==> src/rtl/raycol_pkg.sv <==
`timescale 1ns/1ps
// Shared constants, table generators and the sequencer state type for the
// raycast column engine. Assumes a 16x16 map and Q4.8 positions.
package raycol_pkg;
    localparam int MAP_N   = 16;
    localparam int CELL_W  = 4;
    localparam int FRAC_W  = 8;
    localparam int POS_W   = CELL_W + FRAC_W;
    localparam int MAG_W   = 7;
    localparam int DELTA_W = 16;
    localparam int DIST_W  = 16;
    localparam int SIDE_W  = 22;
    localparam int INV_N   = 64;
    localparam int INV_W   = 13;

    typedef enum logic [1:0] {
        ST_IDLE,
        ST_LAUNCH,
        ST_WAIT,
        ST_FINISH
    } seq_state_t;

    // Quarter-wave sine magnitude scaled to 127 (rational approximation).
    function automatic logic [MAG_W-1:0] quarter_mag(input int i);
        int p;
        p = i * (128 - i);
        return MAG_W'((2032 * p) / (81920 - 4 * p));
    endfunction

    // Cells-per-unit-direction step length in Q8.8, saturated for m = 0.
    function automatic logic [DELTA_W-1:0] delta_of(input int m);
        if (m == 0) return '1;
        return DELTA_W'(32512 / m);
    endfunction

    // Reciprocal of a quarter-cell distance index, scaled by 4096.
    function automatic logic [INV_W-1:0] inv_of(input int k);
        if (k == 0) return '0;
        return INV_W'(4096 / k);
    endfunction

    // Fixed map: solid border, pillars on a 4-cell lattice.
    function automatic logic [CELL_W-1:0] map_cell(input int x, input int y);
        if (x == 0 || x == MAP_N - 1) return CELL_W'(9);
        if (y == 0 || y == MAP_N - 1) return CELL_W'(12);
        if ((x % 4) == 2 && (y % 4) == 2) return CELL_W'(6);
        return '0;
    endfunction
endpackage

==> src/rtl/raycol_trig.sv <==
`timescale 1ns/1ps
// Ray direction lookup: turns a ray angle (256 units per turn) into the
// magnitude and sign of its sine and cosine. Purely combinational; the
// quarter-wave table is built at elaboration.
module raycol_trig
    import raycol_pkg::*;
(
    input  logic [7:0]       ray_ang,
    output logic [MAG_W-1:0] sin_mag,
    output logic             sin_neg,
    output logic [MAG_W-1:0] cos_mag,
    output logic             cos_neg
);
    localparam int QTAB_N = 65;

    logic [MAG_W-1:0] qtab [0:QTAB_N-1];
    logic [7:0]       ch_ang [2];
    logic [MAG_W-1:0] ch_mag [2];
    logic             ch_neg [2];

    // Quarter-wave table contents.
    for (genvar i = 0; i < QTAB_N; i++) begin : g_qtab
        assign qtab[i] = quarter_mag(i);
    end

    // Channel 0 is sine, channel 1 is cosine (sine advanced by a quarter turn).
    assign ch_ang[0] = ray_ang;
    assign ch_ang[1] = ray_ang + 8'd64;

    for (genvar c = 0; c < 2; c++) begin : g_chan
        logic [6:0] idx;
        // Mirror the index in odd quadrants.
        always_comb begin
            if (ch_ang[c][6]) idx = 7'd64 - {1'b0, ch_ang[c][5:0]};
            else              idx = {1'b0, ch_ang[c][5:0]};
        end
        assign ch_mag[c] = qtab[idx];
        assign ch_neg[c] = ch_ang[c][7];
    end

    assign sin_mag = ch_mag[0];
    assign sin_neg = ch_neg[0];
    assign cos_mag = ch_mag[1];
    assign cos_neg = ch_neg[1];
endmodule

==> src/rtl/raycol_walker.sv <==
`timescale 1ns/1ps
// Grid walker: on go, loads per-axis step lengths and initial side
// distances, then crosses one grid line per cycle until it enters a solid
// cell or reaches STEP_LIMIT steps. Reports the perpendicular distance,
// the crossing axis and the cell code with a one-cycle fin pulse.
// Assumes go arrives only while the walker is idle.
module raycol_walker
    import raycol_pkg::*;
#(
    parameter int STEP_LIMIT = 32
) (
    input  logic              clk,
    input  logic              rst_n,
    input  logic              go,
    input  logic [POS_W-1:0]  pos_x,
    input  logic [POS_W-1:0]  pos_y,
    input  logic [MAG_W-1:0]  cos_mag,
    input  logic              cos_neg,
    input  logic [MAG_W-1:0]  sin_mag,
    input  logic              sin_neg,
    output logic              fin,
    output logic [DIST_W-1:0] perp,
    output logic              y_side,
    output logic [CELL_W-1:0] hit_id
);
    localparam int STEP_W    = $clog2(STEP_LIMIT + 1);
    localparam int MAP_CELLS = MAP_N * MAP_N;
    localparam int DTAB_N    = 1 << MAG_W;
    localparam int PROD_W    = FRAC_W + DELTA_W + 1;
    localparam logic [FRAC_W:0]   ONE_CELL = (FRAC_W + 1)'(1 << FRAC_W);
    localparam logic [CELL_W-1:0] ONE_IDX  = CELL_W'(1);
    localparam logic [SIDE_W-1:0] DIST_MAX = SIDE_W'((1 << DIST_W) - 1);

    logic [DELTA_W-1:0] dtab   [0:DTAB_N-1];
    logic [CELL_W-1:0]  maptab [0:MAP_CELLS-1];

    // Step-length reciprocal table.
    for (genvar m = 0; m < DTAB_N; m++) begin : g_dtab
        assign dtab[m] = delta_of(m);
    end
    // Map ROM, indexed {y, x}.
    for (genvar k = 0; k < MAP_CELLS; k++) begin : g_map
        assign maptab[k] = map_cell(k % MAP_N, k / MAP_N);
    end

    logic [DELTA_W-1:0] ld_dx, ld_dy;
    logic [FRAC_W:0]    gap_x, gap_y;
    logic [PROD_W-1:0]  prod_x, prod_y;
    logic [SIDE_W-1:0]  side0_x, side0_y;

    // Initial side distances from the fractional position.
    always_comb begin
        ld_dx   = dtab[cos_mag];
        ld_dy   = dtab[sin_mag];
        gap_x   = cos_neg ? {1'b0, pos_x[FRAC_W-1:0]} : ONE_CELL - {1'b0, pos_x[FRAC_W-1:0]};
        gap_y   = sin_neg ? {1'b0, pos_y[FRAC_W-1:0]} : ONE_CELL - {1'b0, pos_y[FRAC_W-1:0]};
        prod_x  = PROD_W'(gap_x) * PROD_W'(ld_dx);
        prod_y  = PROD_W'(gap_y) * PROD_W'(ld_dy);
        side0_x = SIDE_W'(prod_x >> FRAC_W);
        side0_y = SIDE_W'(prod_y >> FRAC_W);
    end

    logic                marching;
    logic [SIDE_W-1:0]   side_x, side_y;
    logic [DELTA_W-1:0]  dx, dy;
    logic [CELL_W-1:0]   cx, cy;
    logic                neg_x, neg_y;
    logic [STEP_W-1:0]   steps;

    logic                take_x;
    logic [CELL_W-1:0]   nx, ny;
    logic [CELL_W-1:0]   look;
    logic [SIDE_W-1:0]   prev;
    logic [DIST_W-1:0]   prev_sat;

    // One DDA step: pick the nearer grid line and probe the next cell.
    always_comb begin
        take_x   = side_x < side_y;
        nx       = take_x ? (neg_x ? cx - ONE_IDX : cx + ONE_IDX) : cx;
        ny       = take_x ? cy : (neg_y ? cy - ONE_IDX : cy + ONE_IDX);
        look     = maptab[{ny, nx}];
        prev     = take_x ? side_x : side_y;
        prev_sat = (prev > DIST_MAX) ? '1 : DIST_W'(prev);
    end

    // Walker state: load on go, advance while marching, report on stop.
    always_ff @(posedge clk) begin
        if (!rst_n) begin
            marching <= 1'b0;
            fin      <= 1'b0;
            perp     <= '0;
            y_side   <= 1'b0;
            hit_id   <= '0;
            side_x   <= '0;
            side_y   <= '0;
            dx       <= '0;
            dy       <= '0;
            cx       <= '0;
            cy       <= '0;
            neg_x    <= 1'b0;
            neg_y    <= 1'b0;
            steps    <= '0;
        end else begin
            fin <= 1'b0;
            if (!marching) begin
                if (go) begin
                    side_x   <= side0_x;
                    side_y   <= side0_y;
                    dx       <= ld_dx;
                    dy       <= ld_dy;
                    cx       <= pos_x[POS_W-1:FRAC_W];
                    cy       <= pos_y[POS_W-1:FRAC_W];
                    neg_x    <= cos_neg;
                    neg_y    <= sin_neg;
                    steps    <= '0;
                    marching <= 1'b1;
                end
            end else begin
                if (take_x) side_x <= side_x + SIDE_W'(dx);
                else        side_y <= side_y + SIDE_W'(dy);
                cx    <= nx;
                cy    <= ny;
                steps <= steps + STEP_W'(1);
                if (look != '0 || steps == STEP_W'(STEP_LIMIT - 1)) begin
                    fin      <= 1'b1;
                    marching <= 1'b0;
                    perp     <= prev_sat;
                    y_side   <= !take_x;
                    hit_id   <= look;
                end
            end
        end
    end

    AST_STEP_CAP: assert property (@(posedge clk) disable iff (!rst_n)
        marching |-> steps < STEP_W'(STEP_LIMIT));
    AST_HIT_STOPS: assert property (@(posedge clk) disable iff (!rst_n)
        (marching && look != '0) |=> (fin && !marching));
    AST_FIN_PULSE: assert property (@(posedge clk) disable iff (!rst_n)
        fin |=> !fin);
endmodule

==> src/rtl/raycol_shade.sv <==
`timescale 1ns/1ps
// Height and shade stage: reciprocal lookup plus multiply for the wall
// slice height (clamped to ROWS), distance-banded right shift for the
// shade. Combinational. A zero wall code means no hit and yields 0/0.
module raycol_shade
    import raycol_pkg::*;
#(
    parameter int ROWS = 120,
    parameter int KF   = 240
) (
    input  logic [DIST_W-1:0]          perp,
    input  logic                       y_side,
    input  logic [CELL_W-1:0]          hit_id,
    output logic [$clog2(ROWS+1)-1:0]  height,
    output logic [CELL_W-1:0]          shade
);
    localparam int H_W    = $clog2(ROWS + 1);
    localparam int PROD_W = 24;
    localparam logic [DIST_W-1:0] FAR_DIST = DIST_W'(1 << 12);

    logic [INV_W-1:0] invtab [0:INV_N-1];

    // Reciprocal table of quarter-cell distance indices.
    for (genvar k = 0; k < INV_N; k++) begin : g_inv
        assign invtab[k] = inv_of(k);
    end

    logic              far;
    logic [5:0]        idx;
    logic [1:0]        band;
    logic [2:0]        shift;
    logic [PROD_W-1:0] prod;
    logic [PROD_W-1:0] raw_h;

    // Height from k*f/d via reciprocal and multiply, then banded dimming.
    always_comb begin
        far   = perp >= FAR_DIST;
        idx   = far ? 6'd63 : 6'(perp >> 6);
        band  = far ? 2'd3 : 2'(perp >> 10);
        prod  = PROD_W'(KF) * PROD_W'(invtab[idx]);
        raw_h = prod >> 12;
        shift = {1'b0, band} + {2'b0, y_side};
        if (hit_id == '0) begin
            height = '0;
            shade  = '0;
        end else begin
            if (idx == 6'd0 || raw_h > PROD_W'(ROWS)) height = H_W'(ROWS);
            else                                      height = H_W'(raw_h);
            shade = hit_id >> shift;
        end
    end
endmodule

==> src/rtl/raycol_engine.sv <==
`timescale 1ns/1ps
// Raycast column engine top. Captures player position and angle on a
// start pulse, then for each column launches one ray through the walker,
// converts its result to height and shade, and emits one result beat.
// Pulses frame_done after the last column. Start is ignored while busy.
module raycol_engine
    import raycol_pkg::*;
#(
    parameter int COLS       = 160,
    parameter int ROWS       = 120,
    parameter int STEP_LIMIT = 32,
    parameter int KF         = 240
) (
    input  logic                        clk,
    input  logic                        rst_n,
    input  logic                        start,
    input  logic [11:0]                 pos_x,
    input  logic [11:0]                 pos_y,
    input  logic [7:0]                  view_ang,
    output logic                        col_valid,
    output logic [$clog2(COLS)-1:0]     col_num,
    output logic [$clog2(ROWS+1)-1:0]   col_height,
    output logic [3:0]                  col_shade,
    output logic [3:0]                  col_wall,
    output logic                        frame_done
);
    localparam int COL_W = $clog2(COLS);
    localparam int H_W   = $clog2(ROWS + 1);
    localparam int SPAN  = COLS / 8;
    localparam logic [COL_W-1:0] LAST_COL = COL_W'(COLS - 1);

    seq_state_t        state;
    logic [COL_W-1:0]  col;
    logic [POS_W-1:0]  lp_x, lp_y;
    logic [7:0]        l_ang;
    logic [7:0]        ray_ang;

    logic [MAG_W-1:0]  sin_mag, cos_mag;
    logic              sin_neg, cos_neg;
    logic              w_fin, w_yside;
    logic [DIST_W-1:0] w_perp;
    logic [CELL_W-1:0] w_id;
    logic [H_W-1:0]    s_height;
    logic [CELL_W-1:0] s_shade;

    // Per-column ray angle: four columns share one angle step.
    assign ray_ang = l_ang + 8'(col >> 2) - 8'(SPAN);

    raycol_trig u_trig (
        .ray_ang (ray_ang),
        .sin_mag (sin_mag),
        .sin_neg (sin_neg),
        .cos_mag (cos_mag),
        .cos_neg (cos_neg)
    );

    raycol_walker #(.STEP_LIMIT(STEP_LIMIT)) u_walk (
        .clk     (clk),
        .rst_n   (rst_n),
        .go      (state == ST_LAUNCH),
        .pos_x   (lp_x),
        .pos_y   (lp_y),
        .cos_mag (cos_mag),
        .cos_neg (cos_neg),
        .sin_mag (sin_mag),
        .sin_neg (sin_neg),
        .fin     (w_fin),
        .perp    (w_perp),
        .y_side  (w_yside),
        .hit_id  (w_id)
    );

    raycol_shade #(.ROWS(ROWS), .KF(KF)) u_shade (
        .perp   (w_perp),
        .y_side (w_yside),
        .hit_id (w_id),
        .height (s_height),
        .shade  (s_shade)
    );

    // Column sequencer and registered result beat.
    always_ff @(posedge clk) begin
        if (!rst_n) begin
            state      <= ST_IDLE;
            col        <= '0;
            lp_x       <= '0;
            lp_y       <= '0;
            l_ang      <= '0;
            col_valid  <= 1'b0;
            col_num    <= '0;
            col_height <= '0;
            col_shade  <= '0;
            col_wall   <= '0;
            frame_done <= 1'b0;
        end else begin
            col_valid  <= 1'b0;
            frame_done <= 1'b0;
            case (state)
                ST_IDLE: begin
                    if (start) begin
                        lp_x  <= pos_x;
                        lp_y  <= pos_y;
                        l_ang <= view_ang;
                        col   <= '0;
                        state <= ST_LAUNCH;
                    end
                end
                ST_LAUNCH: state <= ST_WAIT;
                ST_WAIT: begin
                    if (w_fin) begin
                        col_valid  <= 1'b1;
                        col_num    <= col;
                        col_height <= s_height;
                        col_shade  <= s_shade;
                        col_wall   <= w_id;
                        if (col == LAST_COL) begin
                            state <= ST_FINISH;
                        end else begin
                            col   <= col + COL_W'(1);
                            state <= ST_LAUNCH;
                        end
                    end
                end
                default: begin
                    frame_done <= 1'b1;
                    state      <= ST_IDLE;
                end
            endcase
        end
    end

    AST_BEAT_PULSE: assert property (@(posedge clk) disable iff (!rst_n)
        col_valid |=> !col_valid);
    AST_DONE_AFTER_LAST: assert property (@(posedge clk) disable iff (!rst_n)
        frame_done |-> ($past(col_valid) && $past(col_num) == LAST_COL));
    AST_HEIGHT_CLAMP: assert property (@(posedge clk) disable iff (!rst_n)
        col_valid |-> col_height <= H_W'(ROWS));
    AST_SHADE_DIMS: assert property (@(posedge clk) disable iff (!rst_n)
        col_valid |-> col_shade <= col_wall);
    AST_NO_WALL_BLANK: assert property (@(posedge clk) disable iff (!rst_n)
        (col_valid && col_wall == 4'd0) |-> (col_height == '0 && col_shade == 4'd0));
    AST_INPUTS_HELD: assert property (@(posedge clk) disable iff (!rst_n)
        (state != ST_IDLE && $past(state) != ST_IDLE) |-> ($stable(l_ang) && $stable(lp_x) && $stable(lp_y)));
endmodule

==> config.mk <==
export PLATFORM = sky130hd
export DESIGN_NAME = raycol_engine
export DESIGN_NICKNAME = d
export VERILOG_FILES = /design/src/rtl/raycol_pkg.sv /design/src/rtl/raycol_trig.sv /design/src/rtl/raycol_walker.sv /design/src/rtl/raycol_shade.sv /design/src/rtl/raycol_engine.sv
export SDC_FILE = /design/constraint.sdc
export NUM_CORES = 2
export LEC_CHECK = 0
export BUFFER_PORTS_ARGS = -buffer_cell sky130_fd_sc_hd__buf_2
export CAP_MARGIN = 20
export CORE_UTILIZATION = 40
export DETAILED_ROUTE_END_ITERATION = 7
export HOLD_SLACK_MARGIN = 0.08
export PLACE_DENSITY_LB_ADDON = 0.3
export SLEW_MARGIN = 20
export SYNTH_ARGS = -nofsm -noshare
export SYNTH_HDL_FRONTEND = slang
export SYNTH_SLANG_ARGS = --single-unit
==> constraint.sdc <==
create_clock -name clk -period 26.6 [get_ports clk]
set_input_delay 2.66 -clock clk [delete_from_list [all_inputs] [get_ports clk]]
set_output_delay 2.66 -clock clk [all_outputs]
set_load 0.05 [all_outputs]
* Word-level counts from Yosys, hierarchy flattened
Memory sizes are Yosys's and may differ from the RTL's.
Cells that the tools add are included.
W data, S select, Z words.
** Cells by class
- $add $sub $neg :: 16
- $mul :: 3
- Order comparisons :: 10
- Equality and inequality tests :: 9
- Shifts and indexed selects :: 1
- Multiplexer cells :: 53
- Bitwise gates (word level) :: 7
- Reductions and logical operators :: 20
** Operators with widths (count)
- $mux W22 :: 7
- $mux W16 :: 5
- $mux W7 :: 8
- $mul A9 B16 Y25 :: 2
- $add A22 B16 Y22 :: 2
- $mux W4 :: 11
- $ge A8 B8 Y1 const B :: 4
- $not A7 Y8 :: 4
- $mux W13 :: 2
- $mux W8 :: 3
- $gt A22 B16 Y1 const B :: 1
- $lt A22 B22 Y1 :: 1
- $mux W6 :: 3
- $mux W9 :: 2
- $reduce_and A2 Y1 :: 9
- $sub A9 B8 Y9 const A :: 2
- $mul A4 B13 Y17 const A :: 1
- $ge A16 B13 Y1 const B :: 1
- $pmux W8 S2 :: 1
- $sub A7 B6 Y7 const A :: 2
- $ge A9 B9 Y1 const B :: 1
- $gt A9 B7 Y1 const B :: 1
- $not A8 Y9 :: 1
- $add A4 B1 Y4 const B :: 2
- other kinds (29) :: 43
** Storage, ports and cells
- Register bits after elaboration :: 182
- Memory bits (read-only) :: 7744
- Word-level logic and storage cells :: 150
- Memories kept :: 6
** Memories
- (no name shown) :: depth 128, width 16, rd ports 1, clocked after memory_dff 0, write ports 0, RTL line raycol_walker.sv:53 : ld_dx = dtab[cos_mag];
- (no name shown) :: depth 128, width 16, rd ports 1, clocked after memory_dff 0, write ports 0, RTL line raycol_walker.sv:54 : ld_dy = dtab[sin_mag];
- (no name shown) :: depth 256, width 4, rd ports 1, clocked after memory_dff 0, write ports 0, RTL line raycol_walker.sv:81 : look = maptab[{ny, nx}];
- (no name shown) :: depth 128, width 7, rd ports 1, clocked after memory_dff 0, write ports 0, RTL line raycol_trig.sv:37 : assign ch_mag[c] = qtab[idx];
- (no name shown) :: depth 128, width 7, rd ports 1, clocked after memory_dff 0, write ports 0, RTL line raycol_trig.sv:37
- (no name shown) :: depth 64, width 13, rd ports 1, clocked after memory_dff 0, write ports 0, RTL line raycol_shade.sv:40 : prod = PROD_W'(KF) * PROD_W'(invtab[idx]);

* Logic depth before layout (Yosys ltp)
- Word-level depth :: 16
- Depth in mapped cells :: 51
- Depth with buffers taken out :: 47

* Hierarchy
Synthesis repeated with hierarchy kept, for this count alone.
** Second synthesis, totals
- Cells, all modules :: 3519
- Area, all modules :: 26166.3 um^2
** By module, submodules not included
- raycol_walker :: times used 1, cells an instance 2521, area an instance 18875.6 um^2, sequential area each 2302.2 um^2
- raycol_engine :: times used 1, cells an instance 361, area an instance 2882.8 um^2, sequential area each 1341.3 um^2
- raycol_shade :: times used 1, cells an instance 378, area an instance 2668.8 um^2, sequential area each 0.0 um^2
- raycol_trig :: times used 1, cells an instance 259, area an instance 1739.2 um^2, sequential area each 0.0 um^2

* Worst setup path before layout
Ideal clock, no wire load.
- Path type :: register to register
- Start point :: reg col[4]
- End point :: reg u_walk.side_y[5]
- Setup time :: 118 ps
- Data arrival time :: 10591 ps
- Path slack :: 15891 ps
- Stages on the path, launching flop included :: 48
- Buffers on the path :: 3
- Period minus slack after synthesis :: 10709 ps
- Path through :: dfxtp_1 inv_1 ha_1 inv_1 ha_1 a21o_1 and4_1 buf_2 o21ai_1 nand3_1 and2_1 inv_1 ha_1 o21ai_0 a21o_1 a221oi_1 o21ai_0 o22ai_1 [... 12 more ...] inv_1 fa_1 inv_1 fa_1 fa_1 inv_1 ha_1 o21a_1 nor2_1 or4b_2 nor2_1 o311ai_1 nor4_4 nor2_2 a2111oi_4 nor4_1 a311o_1 o2111a_1
** Between the ends
- Longest elaborated chain between the ends :: 15
- Elaborated cells between the ends (all ways) :: 16
- Those cells by class :: 3 x add/sub; 1 x mul; 8 x mux; 2 x bitwise; 2 x memory
** Ends and longest elaborated chain
- from (decl) :: RTL line raycol_engine.sv:33 : logic [COL_W-1:0] col;
- from (signal assigned) :: RTL line raycol_engine.sv:119 : col <= col + COL_W'(1);
- $add A8 B6 Y8 (*) :: RTL line raycol_engine.sv:47 : assign ray_ang = l_ang + 8'(col >> 2) - 8'(SPAN);
- $sub A8 B5 Y8 (*) :: RTL line raycol_engine.sv:47
- $sub A7 B6 Y7 :: RTL line raycol_trig.sv:34 : if (ch_ang[c][6]) idx = 7'd64 - {1'b0, ch_ang[c][5:0]};
- $mux W7 :: RTL line raycol_trig.sv:34
- $not A7 Y8 (implied by the code) :: RTL line raycol_trig.sv:37
- $mem_v2 Z128 W7
- $mux W7 (implied by the code) (2 in a row) :: RTL line raycol_trig.sv:37
- $not A7 Y8 (implied by the code) :: RTL line raycol_walker.sv:54
- $mem_v2 Z128 W16
- $mux W16 (implied by the code) (2 in a row) :: RTL line raycol_walker.sv:54
- $mul A9 B16 Y25 (*) :: RTL line raycol_walker.sv:58 : prod_y = PROD_W'(gap_y) * PROD_W'(ld_dy);
- $mux W22 (*) :: RTL line raycol_walker.sv:106 : if (go) begin
- $mux W22 (*) :: RTL line raycol_walker.sv:105 : if (!marching) begin
- to (signal assigned) :: RTL line raycol_walker.sv:108 : side_y <= side0_y;
- to (signal assigned) :: RTL line raycol_walker.sv:120 : else side_y <= side_y + SIDE_W'(dy);
- to (decl) :: RTL line raycol_walker.sv:64 : logic [SIDE_W-1:0] side_x, side_y;
Every way passes the cells marked *; elsewhere a longest branch is shown, timed or not. The select of a mux whose other input is x is not followed.
A chain may end at the register's enable or synchronous reset.

* Worst setup path after layout
Same ends and word-level chain as after synthesis.

==> reports/results.ini <==
[status]
status=finished, final reports clean

[critical_path]
cp_slowest_cell=o21ai_1
critPathRequiredTime_ns=26.95
slowest_delay_ns=0.74
worstSetupStartpointType=flip-flop
arrival_ns=13.47
crit_buf_inv=7
critPathMaxFanout=22
crit_type=flip-flop to flip-flop
worst_path_most_repeated_cell=inv_1
path_delay_family=compound AO/OA/AOI/OAI gates
end_kind=flip-flop

[clock_network]
clk_latency_ns=0.47
clk_pin_slew_worst_paths_ns=0.08
cts_tree=done
clock_sinks=176
cts_setup_buffers=0
cts-root-buf=clkbuf_16
post_cts_resized=0
cts_hold_buf=0
numCtsBuffers=17
cts.htree.levels=4
clk_path_buf_depth=2

[sta]
worstMarginPinSlew_ns=1.15
max_slew_margin=0.225
final.min_clock_period_ns=13.11
maxSlewViolCount=0
finalCritPeriodShare=0.493
setup_viol=0
grt_setup_unrepaired=no
fmaxAchievable_mhz=76.3
finalSetupTns_ns=0
finalHoldViolCount=0
skew_ns=0.0237

[synthesis]
syn_inst=3473
ys_seq_area_frac=0.135
synth_nets=3941
yosys.cell_types.count=119
syn-mean-instance-area_um2=7.52
synth_edf_count=0
ys_ff_latch=176
syn-cell-area_um2=26100
async_flop_share=0
synth_ff_type=dfxtp_1
ys_warn_count=0

[die]
io_pins=60
coreArea_um2=64500
initial_utilization=0.405
num_rows=93
dieArea_um2=66300
fp.dieH_um=258
die_w_um=258

[final_layout]
area_delta_synth_final_pct=6.03
final_cell_mix=nand2_1 (437), inv_1 (365), nor2_1 (309)
final_common_cell=nand2_1
antenna_cells=0
nets=3863
final_layout_size_suffix_gt1_frac=0.0739
final_cell_area_um2=27700
fillers=6726
final_cells=4263

[route]
detail_route.vias_per_cell=5.82
wirelength_um=79000
drc_errors=0
first_pass_iters=6
wl_per_cell_um=18.5
drt_iter0_markers=2461
vias=24827
antenna_left=0

[hold_path]
worst_hold_path_type=flip-flop to flip-flop

[power]
cellPowerDensity_nw_per_um2=134
ir_drop_mv=0.0915
p_leak_nw=12.0

[placement]
placedCellCount=4231
gp_congestion=0.938
post-dp-hpwl_um=58900
port_buffers=59
placed_area_um2=27100

[global_route]
grt_first_pass_wirelength_um=129000
grt_max_degree=64
antenna_found_initial=0
grt_pass1_vias=23675
track_usage=0.237
gr-total-overflow=0

[job]
drv_cap=0

-- metal layers --
layer	vias to the layer above	wire length, um	GRT usage
met2	816	35900	0.380
li1	11900	-	-
met5	-	0	0
met3	118	4360	0.0242
met4	0	1770	0.0628
met1	11993	37000	0.339
-- final timing paths --
| check | slack (ns) | end | startpoint | cells past startpoint |
|---|---|---|---|---|
| max | 13.49 | u_walk.side_y[5]$_SDFFE_PN0P_ | col[4]$_SDFFE_PN0P_ | 45 |
| min reg2reg | 0.45 | col_height[6]$_SDFFE_PN0P_ | col_height[6]$_SDFFE_PN0P_ | 2 |
| max reg2reg | 13.49 | u_walk.side_y[5]$_SDFFE_PN0P_ | col[4]$_SDFFE_PN0P_ | 45 |
| min | 0.45 | col_height[6]$_SDFFE_PN0P_ | col_height[6]$_SDFFE_PN0P_ | 2 |
-- flip-flops by register name, summed over array words and instances, names as in the netlist, 2 cells and up --
name and count:
col_num 8, u_walk.steps 6, lp_y 12, lp_x 12, col_shade 4, u_walk.perp 10
l_ang 8, col_height 7, u_walk.cy 4, u_walk.side_x 22, col 8, u_walk.dx 16
u_walk.side_y 22, state 2, col_wall 4, u_walk.dy 16, u_walk.cx 4, u_walk.hit_id 4
-- stage by stage --
step / power, mW / utilization / hold slack (ns) / setup slack (ns)
CTS: 3.71 / 0.430 / 0.453 / 13.64
floorplan: 2.71 / - / 0.428 / 15.89
detailed placement: 3.43 / 0.421 / 0.444 / 13.68
global route: 4.16 / 0.430 / 0.468 / 12.75
finish: 3.71 / 0.430 / 0.452 / 13.49
global placement: 3.40 / 0.421 / 0.439 / 14.05
-- where the power goes --
| group | internal [mW] | switching (mW) | total (mW) |
|---|---|---|---|
| registers | 0.291 | 0.0374 | 0.328 |
| logic | 1.17 | 1.96 | 3.13 |
| clock network | 0.125 | 0.132 | 0.258 |
| total | 1.59 | 2.13 | 3.71 |
-- kinds of logic (layout without fill, tap and decap cells) --
group	count (synthesis)	in the layout	synth area share
xor gates and xnor gates	101	101	0.0352
adders and majority gates	433	433	0.271
muxes	30	30	0.0119
AOI/OAI and AO/OA	940	940	0.244
buffers and inverters	592	527	0.0888
and+or+nand+nor	1201	1201	0.214
DFF	176	176	0.135
-- worst reg2reg max path: cells and delay by family (launching register included) --
family	cells	cell delay [ns]
flip-flops	1	0.37
multiplexers	1	0.28
adder cells (fa/ha/maj)	9	3.72
AO/OA/AOI/OAI	16	4.16
AND/OR/NAND/NOR	12	3.75
buffers and inverters	7	0.75
-- area by class of cell --
type / count / area (um^2) / area share
inverter: 372 / 1400 / 0.0505
sequential: 176 / 3520 / 0.127
clock inverter: 14 / 145 / 0.00524
tap: 855 / 1070 / 0.0386
multi-input combinational: 2705 / 20400 / 0.735
clock buffer: 18 / 429 / 0.0155
timing repair buffer: 123 / 776 / 0.0280
-- cells in the mapped netlist (9+ instances only) --
cell,number,area [um^2]
a211o_1,13,114
a211oi_1,46,345
a21boi_0,11,82.6
a21o_1,46,345
a21oi_1,265,1330
a221oi_1,17,149
a22oi_1,11,82.6
a311oi_1,16,140
a31oi_1,30,188
and2_1,44,275
and3_1,21,131
buf_1,26,97.6
buf_2,19,95.1
clkbuf_1,160,601
dfxtp_1,176,3520
fa_1,223,4460
ha_1,210,2630
inv_1,365,1370
mux2i_1,22,220
nand2_1,438,1640
nand2b_1,35,219
nand3_1,95,475
nand4_1,33,206
nor2_1,310,1160
nor2b_1,38,238
nor3_1,72,360
nor3b_1,9,67.6
nor4_1,27,169
o211ai_1,50,375
o21a_1,26,195
o21ai_0,177,886
o21ai_1,18,90.1
o21bai_1,11,82.6
o221ai_1,17,149
o22ai_1,19,119
o311ai_0,21,184
o31ai_1,14,105
or2_2,10,62.6
or3_1,20,125
or4_1,9,67.6
xnor2_1,72,631
xor2_1,26,228
(Power assumes the default switching activity.)
